--- src/rtl/dcs_pkg.sv ---
package dcs_pkg;
    localparam int          NCH       = 2;
    localparam logic [7:0]  STAT_ADDR = 8'hD8;
    localparam int          POS_CAL   = 5;
    localparam int          POS_NOREF = 4;

    typedef enum logic [1:0] {
        CAP_NONE = 2'd0,
        CAP_CONV = 2'd1,
        CAP_CAL  = 2'd2
    } cap_kind_e;

    typedef struct packed {
        logic rdy;
        logic err;
        logic cal_evt;
    } ch_flags_t;

    function automatic int rdy_pos(input int ch);
        return 7 - ch;
    endfunction

    function automatic int err_pos(input int ch);
        return 3 - ch;
    endfunction
endpackage

--- src/rtl/dcs_wr_decode.sv ---
module dcs_wr_decode
    import dcs_pkg::*;
(
    input  logic           reg_wr,
    input  logic [7:0]     reg_addr,
    input  logic [7:0]     reg_wdata,
    input  logic           bit_wr,
    input  logic [7:0]     bit_addr,
    input  logic           bit_val,
    output logic [NCH-1:0] sw_clr
);
    logic byte_hit;
    logic bit_hit;
    logic unused_wdata;

    assign byte_hit     = reg_wr && (reg_addr == STAT_ADDR);
    assign bit_hit      = bit_wr && (bit_addr[7:3] == STAT_ADDR[7:3]) && !bit_val;
    assign unused_wdata = ^reg_wdata[5:0];

    for (genvar c = 0; c < NCH; c++) begin : g_clr
        localparam int P = rdy_pos(c);
        assign sw_clr[c] = (byte_hit && !reg_wdata[P]) ||
                           (bit_hit && (bit_addr[2:0] == 3'(P)));
    end
endmodule

--- src/rtl/dcs_ref_monitor.sv ---
module dcs_ref_monitor
    import dcs_pkg::*;
(
    input  logic           clk,
    input  logic           rst,
    input  logic [NCH-1:0] ch_active,
    input  logic           ref_ok,
    output logic           noref
);
    always_ff @(posedge clk) begin
        if (rst)              noref <= 1'b0;
        else if (|ch_active)  noref <= !ref_ok;
        else                  noref <= 1'b0;
    end
endmodule

--- src/rtl/dcs_channel.sv ---
module dcs_channel
    import dcs_pkg::*;
#(
    parameter int W = 24
) (
    input  logic         clk,
    input  logic         rst,
    input  logic         start,
    input  logic         sw_clr,
    input  logic         conv_done,
    input  logic         cal_done,
    input  logic         cal_gain,
    input  logic         cal_fault,
    input  logic         over_rng,
    input  logic         under_rng,
    input  logic         force_ones,
    input  logic [W-1:0] raw,
    output ch_flags_t    flags,
    output logic [W-1:0] data,
    output logic [W-1:0] offset,
    output logic [W-1:0] gain
);
    cap_kind_e    kind;
    logic [W-1:0] word;
    logic         clipped;
    logic         err_set;
    logic         rdy_q;
    logic         err_q;

    always_comb begin
        if (rdy_q)          kind = CAP_NONE;
        else if (cal_done)  kind = CAP_CAL;
        else if (conv_done) kind = CAP_CONV;
        else                kind = CAP_NONE;
    end

    always_comb begin
        word    = raw;
        clipped = 1'b0;
        if (force_ones || over_rng) begin
            word    = '1;
            clipped = 1'b1;
        end else if (under_rng) begin
            word    = '0;
            clipped = 1'b1;
        end
    end

    assign err_set = ((kind == CAP_CONV) && clipped) ||
                     ((kind == CAP_CAL) && cal_fault);

    always_ff @(posedge clk) begin
        if (rst) begin
            rdy_q  <= 1'b0;
            err_q  <= 1'b0;
            data   <= '0;
            offset <= '0;
            gain   <= '0;
        end else begin
            if (kind != CAP_NONE)        rdy_q <= 1'b1;
            else if (start || sw_clr)    rdy_q <= 1'b0;

            if (err_set)                 err_q <= 1'b1;
            else if (start)              err_q <= 1'b0;

            if (kind == CAP_CONV) data <= word;
            if ((kind == CAP_CAL) && !cal_fault) begin
                if (cal_gain) gain   <= raw;
                else          offset <= raw;
            end
        end
    end

    assign flags.rdy     = rdy_q;
    assign flags.err     = err_q;
    assign flags.cal_evt = (kind == CAP_CAL);
endmodule

--- src/rtl/dual_conv_status.sv ---
module dual_conv_status
    import dcs_pkg::*;
#(
    parameter int PRI_W = 24,
    parameter int AUX_W = 16
) (
    input  logic             clk,
    input  logic             rst,
    input  logic             reg_wr,
    input  logic [7:0]       reg_addr,
    input  logic [7:0]       reg_wdata,
    input  logic             bit_wr,
    input  logic [7:0]       bit_addr,
    input  logic             bit_val,
    input  logic             mode_wr,
    input  logic [1:0]       mode_start,
    input  logic [1:0]       conv_done,
    input  logic [1:0]       cal_done,
    input  logic [1:0]       cal_gain,
    input  logic [1:0]       cal_fault,
    input  logic [1:0]       over_rng,
    input  logic [1:0]       under_rng,
    input  logic [1:0]       ch_active,
    input  logic             ref_ok,
    input  logic             ext_ref,
    input  logic [PRI_W-1:0] pri_raw,
    input  logic [AUX_W-1:0] aux_raw,
    output logic [7:0]       status,
    output logic [PRI_W-1:0] pri_data,
    output logic [AUX_W-1:0] aux_data,
    output logic [PRI_W-1:0] pri_offset,
    output logic [PRI_W-1:0] pri_gain,
    output logic [AUX_W-1:0] aux_offset,
    output logic [AUX_W-1:0] aux_gain
);
    logic [NCH-1:0] sw_clr;
    logic [NCH-1:0] start;
    ch_flags_t      flags [NCH];
    logic           noref_q;
    logic           force_ones;
    logic           cal_q;
    logic           any_cal;

    assign start      = mode_start & {NCH{mode_wr}};
    assign force_ones = noref_q && ext_ref;

    dcs_wr_decode u_dec (
        .reg_wr    (reg_wr),
        .reg_addr  (reg_addr),
        .reg_wdata (reg_wdata),
        .bit_wr    (bit_wr),
        .bit_addr  (bit_addr),
        .bit_val   (bit_val),
        .sw_clr    (sw_clr)
    );

    dcs_ref_monitor u_ref (
        .clk       (clk),
        .rst       (rst),
        .ch_active (ch_active),
        .ref_ok    (ref_ok),
        .noref     (noref_q)
    );

    for (genvar c = 0; c < NCH; c++) begin : g_ch
        if (c == 0) begin : g_pri
            dcs_channel #(.W(PRI_W)) u_ch (
                .clk (clk), .rst (rst), .start (start[c]), .sw_clr (sw_clr[c]),
                .conv_done (conv_done[c]), .cal_done (cal_done[c]),
                .cal_gain (cal_gain[c]), .cal_fault (cal_fault[c]),
                .over_rng (over_rng[c]), .under_rng (under_rng[c]),
                .force_ones (force_ones), .raw (pri_raw), .flags (flags[c]),
                .data (pri_data), .offset (pri_offset), .gain (pri_gain)
            );
        end else begin : g_aux
            dcs_channel #(.W(AUX_W)) u_ch (
                .clk (clk), .rst (rst), .start (start[c]), .sw_clr (sw_clr[c]),
                .conv_done (conv_done[c]), .cal_done (cal_done[c]),
                .cal_gain (cal_gain[c]), .cal_fault (cal_fault[c]),
                .over_rng (over_rng[c]), .under_rng (under_rng[c]),
                .force_ones (force_ones), .raw (aux_raw), .flags (flags[c]),
                .data (aux_data), .offset (aux_offset), .gain (aux_gain)
            );
        end
    end

    always_comb begin
        any_cal = 1'b0;
        for (int c = 0; c < NCH; c++) any_cal = any_cal | flags[c].cal_evt;
    end

    always_ff @(posedge clk) begin
        if (rst)                          cal_q <= 1'b0;
        else if (any_cal)                 cal_q <= 1'b1;
        else if (mode_wr && |mode_start)  cal_q <= 1'b0;
    end

    always_comb begin
        status            = 8'h00;
        status[POS_CAL]   = cal_q;
        status[POS_NOREF] = noref_q;
        for (int c = 0; c < NCH; c++) begin
            status[rdy_pos(c)] = flags[c].rdy;
            status[err_pos(c)] = flags[c].err;
        end
    end
endmodule

--- config.mk ---
export PLATFORM = sky130hd
export DESIGN_NAME = dual_conv_status
export DESIGN_NICKNAME = d
export VERILOG_FILES = /design/src/rtl/dcs_pkg.sv /design/src/rtl/dcs_wr_decode.sv /design/src/rtl/dcs_ref_monitor.sv /design/src/rtl/dcs_channel.sv /design/src/rtl/dual_conv_status.sv
export SDC_FILE = /design/constraint.sdc
export NUM_CORES = 1
export LEC_CHECK = 0
export CORE_AREA = 8 8 123 125
export DETAILED_ROUTE_END_ITERATION = 12
export DIE_AREA = 0 0 131 133
export PLACE_DENSITY = 0.86
export SYNTH_ARGS = -nofsm -noshare
export SYNTH_HDL_FRONTEND = slang
export SYNTH_SLANG_ARGS = --single-unit
--- constraint.sdc ---
create_clock -name clk -period 1.5 [get_ports clk]
set_input_delay 0.45 -clock clk [delete_from_list [all_inputs] [get_ports clk]]
set_output_delay 0.45 -clock clk [all_outputs]
set_load 0.01 [all_outputs]
==> Flow_metrics.wiki <==
{| class="wikitable"
! Metric !! Value
|-
| FF+latch area || 2520 um2
|-
| Height of the chip || 133 um
|-
| Wire length of the first global-routing pass || 26.0 mm
|-
| Initial detailed-routing violation count || 282
|-
| Routed wirelength normalized by instance count || 17.2 um
|-
| Length in cells of the worst reg-to-reg path || 6
|-
| Number of distinct library cells after synthesis || 30
|-
| Worst hold-check path type || primary input to flop
|-
| Element type at the critical path end || output port
|-
| Floorplan die area || 17,400 um2
|-
| Number of antenna violations at the first check in global routing || 0
|-
| Xor and xnor area share after synthesis || 0%
|-
| Worst endpoint required time || 1.05 ns
|-
| Count of nets left with antenna violations after detail routing || 0
|-
| Data arrival time at the worst-slack endpoint || 1.02 ns
|-
| Clock insertion delay at the later pin of the skew report || 0.41 ns
|-
| Top-level port count || 216
|-
| Biggest area contributors in the synthesized netlist || sky130_fd_sc_hd__dfxtp_1 52%, sky130_fd_sc_hd__nand2_1 13%, sky130_fd_sc_hd__a21oi_1 8.4%
|-
| Hold Crit Start || rst
|-
| Top achievable clock speed || 0.682 GHz
|-
| Levels on crit path || 1
|-
| Gate count of the mapped netlist || 588
|-
| Slowest-stage cell, CP || sky130_fd_sc_hd__dfxtp_1
|-
| Reg-to-reg startpoint || g_ch[0].g_pri.u_ch.rdy_q$_SDFFE_PP0P_
|-
| Post-Synth Adder-Cell Area || 0%
|-
| Cell count after placement || 946
|-
| Sequential cell area fraction in the yosys report || 51.5%
|-
| Fraction of synthesized cell area taken by the top area cell type || 51.5%
|-
| Max-capacitance violation count || 0
|-
| Largest driver fanout on the critical path || 2
|-
| Max H-tree Level || 4
|-
| Routability congestion estimate || 0.775
|-
| Vias || 4,830
|-
| Fillers || 1,103
|-
| Diode count || 0
|-
| Die width || 131 um
|-
| Number of iterations in the first detailed-routing pass || 7
|-
| Startpoint of the worst setup timing path || g_ch[1].g_aux.u_ch.offset[9]$_SDFFE_PP0P_
|-
| Number of register bits inferred by synthesis || 126
|-
| Number of nets in the finished design || 885
|-
| CTS root buffer || sky130_fd_sc_hd__clkbuf_16
|-
| Post-synthesis compound-gate area fraction || 16.2%
|-
| Number of warnings issued by yosys || 0
|-
| Period Utilization, post-route || 97.8%
|-
| Max Transition Viols Final || 0
|-
| Footprint of the multi-input gates || 2150 um2
|-
| Minimum clock period || 1.47 ns
|-
| Initial core utilization || 37.4%
|-
| Outcome || completed
|-
| Post-layout utilization of the core || 59.9%
|-
| Final Hold Violating Endpoints || 0
|-
| Leak Pwr || 3.09 nW
|-
| Total negative slack for setup checks || 0 ns
|-
| Worst slack at placement || -0.451 ns
|-
| Total DRC errors in the routed layout || 0
|-
| Number of buffers inserted for hold repair after clock tree synthesis || 0
|-
| Seq pwr share || 41.1%
|-
| Layout cells sized above 1 || 14.5%
|-
| WL final || 16.9 mm
|-
| Sw Share || 24.1%
|-
| Top delay family on crit path || flip-flops
|-
| Std-Cell Core Area || 13,100 um2
|-
| Row count || 42
|-
| Simple-gate portion of the synthesized area || 26.0%
|-
| Type of element launching the critical path || flop
|-
| Fraction of synthesized area in multiplexers || 0%
|-
| Pin count of the biggest net entering global routing || 47
|-
| Overall overflow remaining after global route || 0
|-
| Number of buffers created by CTS || 17
|-
| Area leader, netlist || sky130_fd_sc_hd__dfxtp_1
|-
| Vias in the first global route || 4,944
|-
| Maximum root-to-sink buffer count || 2
|-
| Depth of the worst hold-timing path || 2
|-
| Switching component of the power || 2.11 mW
|-
| Total of buffers placed on input and output ports || 207
|-
| Crit path buf inv count || 1
|-
| TritonCTS clock tree || done
|-
| Non-filler instance count after layout || 985
|-
| Clock transition at the registers of the reported paths || 0.05 ns
|-
| Worst IR Drop VDD || 0.000527 V
|-
| Cell area after layout || 7830 um2
|-
| Internal power summed over all cells || 6.66 mW
|-
| Worst path max stage delay || 0.33 ns
|-
| Slack of the critical path || 0.0329 ns
|-
| Power per cell area || 1120 nW/um2
|-
| Drt via density || 4.90
|-
| Combinational family with the most area after synthesis || simple AND/OR/NAND/NOR gates
|-
| Post-Route Skew || 0.00722 ns
|-
| Area added between synthesis and finish || 60.0%
|-
| Sinks on the clock net || 126
|-
| Post-synthesis cell area || 4890 um2
|-
| Post-detail-place hpwl || 11.9 mm
|-
| Worst Setup Path Type || flop to output port
|-
| DP Area || 7260 um2
|-
| Syn avg cell area || 8.32 um2
|-
| Power share of the combinational group || 14.3%
|-
| Final setup violation count || 0
|-
| Power share of the clock group || 44.6%
|-
| Ordered list of cells on the worst path || dlygate4sd2_1
|-
| Global router's overall resource usage || 19.3%
|}
## cell type report
cell class                 count  area share [%]
clock inverter                 8            1.15
clock buffer                  23            5.97
multi-input combinational    407            27.5
timing repair buffer         242            30.2
sequential                   126            32.2
tap                          176            2.81
inverter                       3           0.144
## cells in the final DEF, fill, tap and decap left out, drive strengths merged, types with 5 or more instances in the layout
| cell | instances |
|---|---|
| dfxtp | 126 |
| dlygate4sd2 | 33 |
| nand2b | 41 |
| clkbuf | 53 |
| nor2 | 44 |
| clkinv | 6 |
| clkdlybuf4s15 | 64 |
| o21ai | 5 |
| a211oi | 40 |
| clkdlybuf4s50 | 77 |
| a21oi | 82 |
| buf | 35 |
| nand2 | 163 |
## path summary, 6_finish.rpt
kind | end | slack [ns]
setup / recovery | aux_offset[9] | 0.03
hold / removal | g_ch[0].g_pri.u_ch.err_q$_SDFFE_PP0P_ | 0.35
setup reg to reg | g_ch[0].g_pri.u_ch.gain[14]$_SDFFE_PP0P_ | 0.12
hold reg to reg | g_ch[1].g_aux.u_ch.offset[1]$_SDFFE_PP0P_ | 0.45
## through the flow
stage	hold WS [ns]	power [mW]
after floorplan	0.469	4.22
after global placement	0.437	4.96
after detailed placement	0.445	4.99
after CTS	0.321	8.82
after global routing	0.344	9.14
final	0.348	8.77
## metal layers
layer	up-vias	global-route usage [%]	share of wire [%]
met3	31	6.91	7.5
met5	-	0	0
met2	173	31.3	48
li1	2375	-	-
met1	2251	21.7	41
met4	0	10.0	2.8
## power by group through the flow
stage	combinational (mW)	sequential (mW)	clock (mW)
2_1_floorplan	0.488	3.74	0
3_3_place_gp	1.30	3.67	0
3_5_place_dp	1.32	3.67	0
4_1_cts	1.24	3.60	3.99
5_1_grt	1.36	3.62	4.15
6_report	1.25	3.61	3.91
## flip-flops by register name, indices dropped and copies added (netlist names)
register / flops
g_ch.g_aux.u_ch.gain: 16
g_ch.g_pri.u_ch.offset: 24
g_ch.g_pri.u_ch.data: 24
g_ch.g_pri.u_ch.gain: 24
g_ch.g_aux.u_ch.err_q: 1
u_ref.noref: 1
g_ch.g_pri.u_ch.rdy_q: 1
cal_q: 1
g_ch.g_aux.u_ch.rdy_q: 1
g_ch.g_aux.u_ch.offset: 16
g_ch.g_aux.u_ch.data: 16
g_ch.g_pri.u_ch.err_q: 1
## cells in the mapped netlist
master and number:
sky130_fd_sc_hd__a21o_1 2, sky130_fd_sc_hd__clkbuf_1 22, sky130_fd_sc_hd__o21ai_0 5, sky130_fd_sc_hd__nand2_1 163, sky130_fd_sc_hd__or4b_1 2, sky130_fd_sc_hd__nor4bb_1 2, sky130_fd_sc_hd__a211oi_1 40, sky130_fd_sc_hd__conb_1 1
sky130_fd_sc_hd__nor2_1 44, sky130_fd_sc_hd__nand2b_1 41, sky130_fd_sc_hd__or3_1 1, sky130_fd_sc_hd__buf_6 5, sky130_fd_sc_hd__nand4_1 1, sky130_fd_sc_hd__a222oi_1 1, sky130_fd_sc_hd__a21oi_1 82, sky130_fd_sc_hd__nand4b_1 1
sky130_fd_sc_hd__nor4b_2 2, sky130_fd_sc_hd__o31ai_1 2, sky130_fd_sc_hd__nor3b_2 2, sky130_fd_sc_hd__nand3b_1 3, sky130_fd_sc_hd__nor4b_4 2, sky130_fd_sc_hd__inv_1 3, sky130_fd_sc_hd__nor3_1 1, sky130_fd_sc_hd__buf_4 9
sky130_fd_sc_hd__dfxtp_1 126, sky130_fd_sc_hd__buf_2 15, sky130_fd_sc_hd__clkbuf_2 2, sky130_fd_sc_hd__a32oi_1 2, sky130_fd_sc_hd__nand4bb_1 2, sky130_fd_sc_hd__nor4_1 4
## timing repair
item | 4_1_cts | 5_1_grt
gates resized for setup | 175 | 106
setup buffers | 1 | 3
endpoints found under the setup margin | 127 | 139
pin swaps | 0 | 1
cloned | 1 | 3
## cell families (layout without fill, tap and decap cells)
group           count (synthesis)  after routing
compound gates                134            134
buf+inv                        56            276
simple gates                  271            271
flops                         126            126
other cells                     1              2
(Power assumes the default switching activity.)
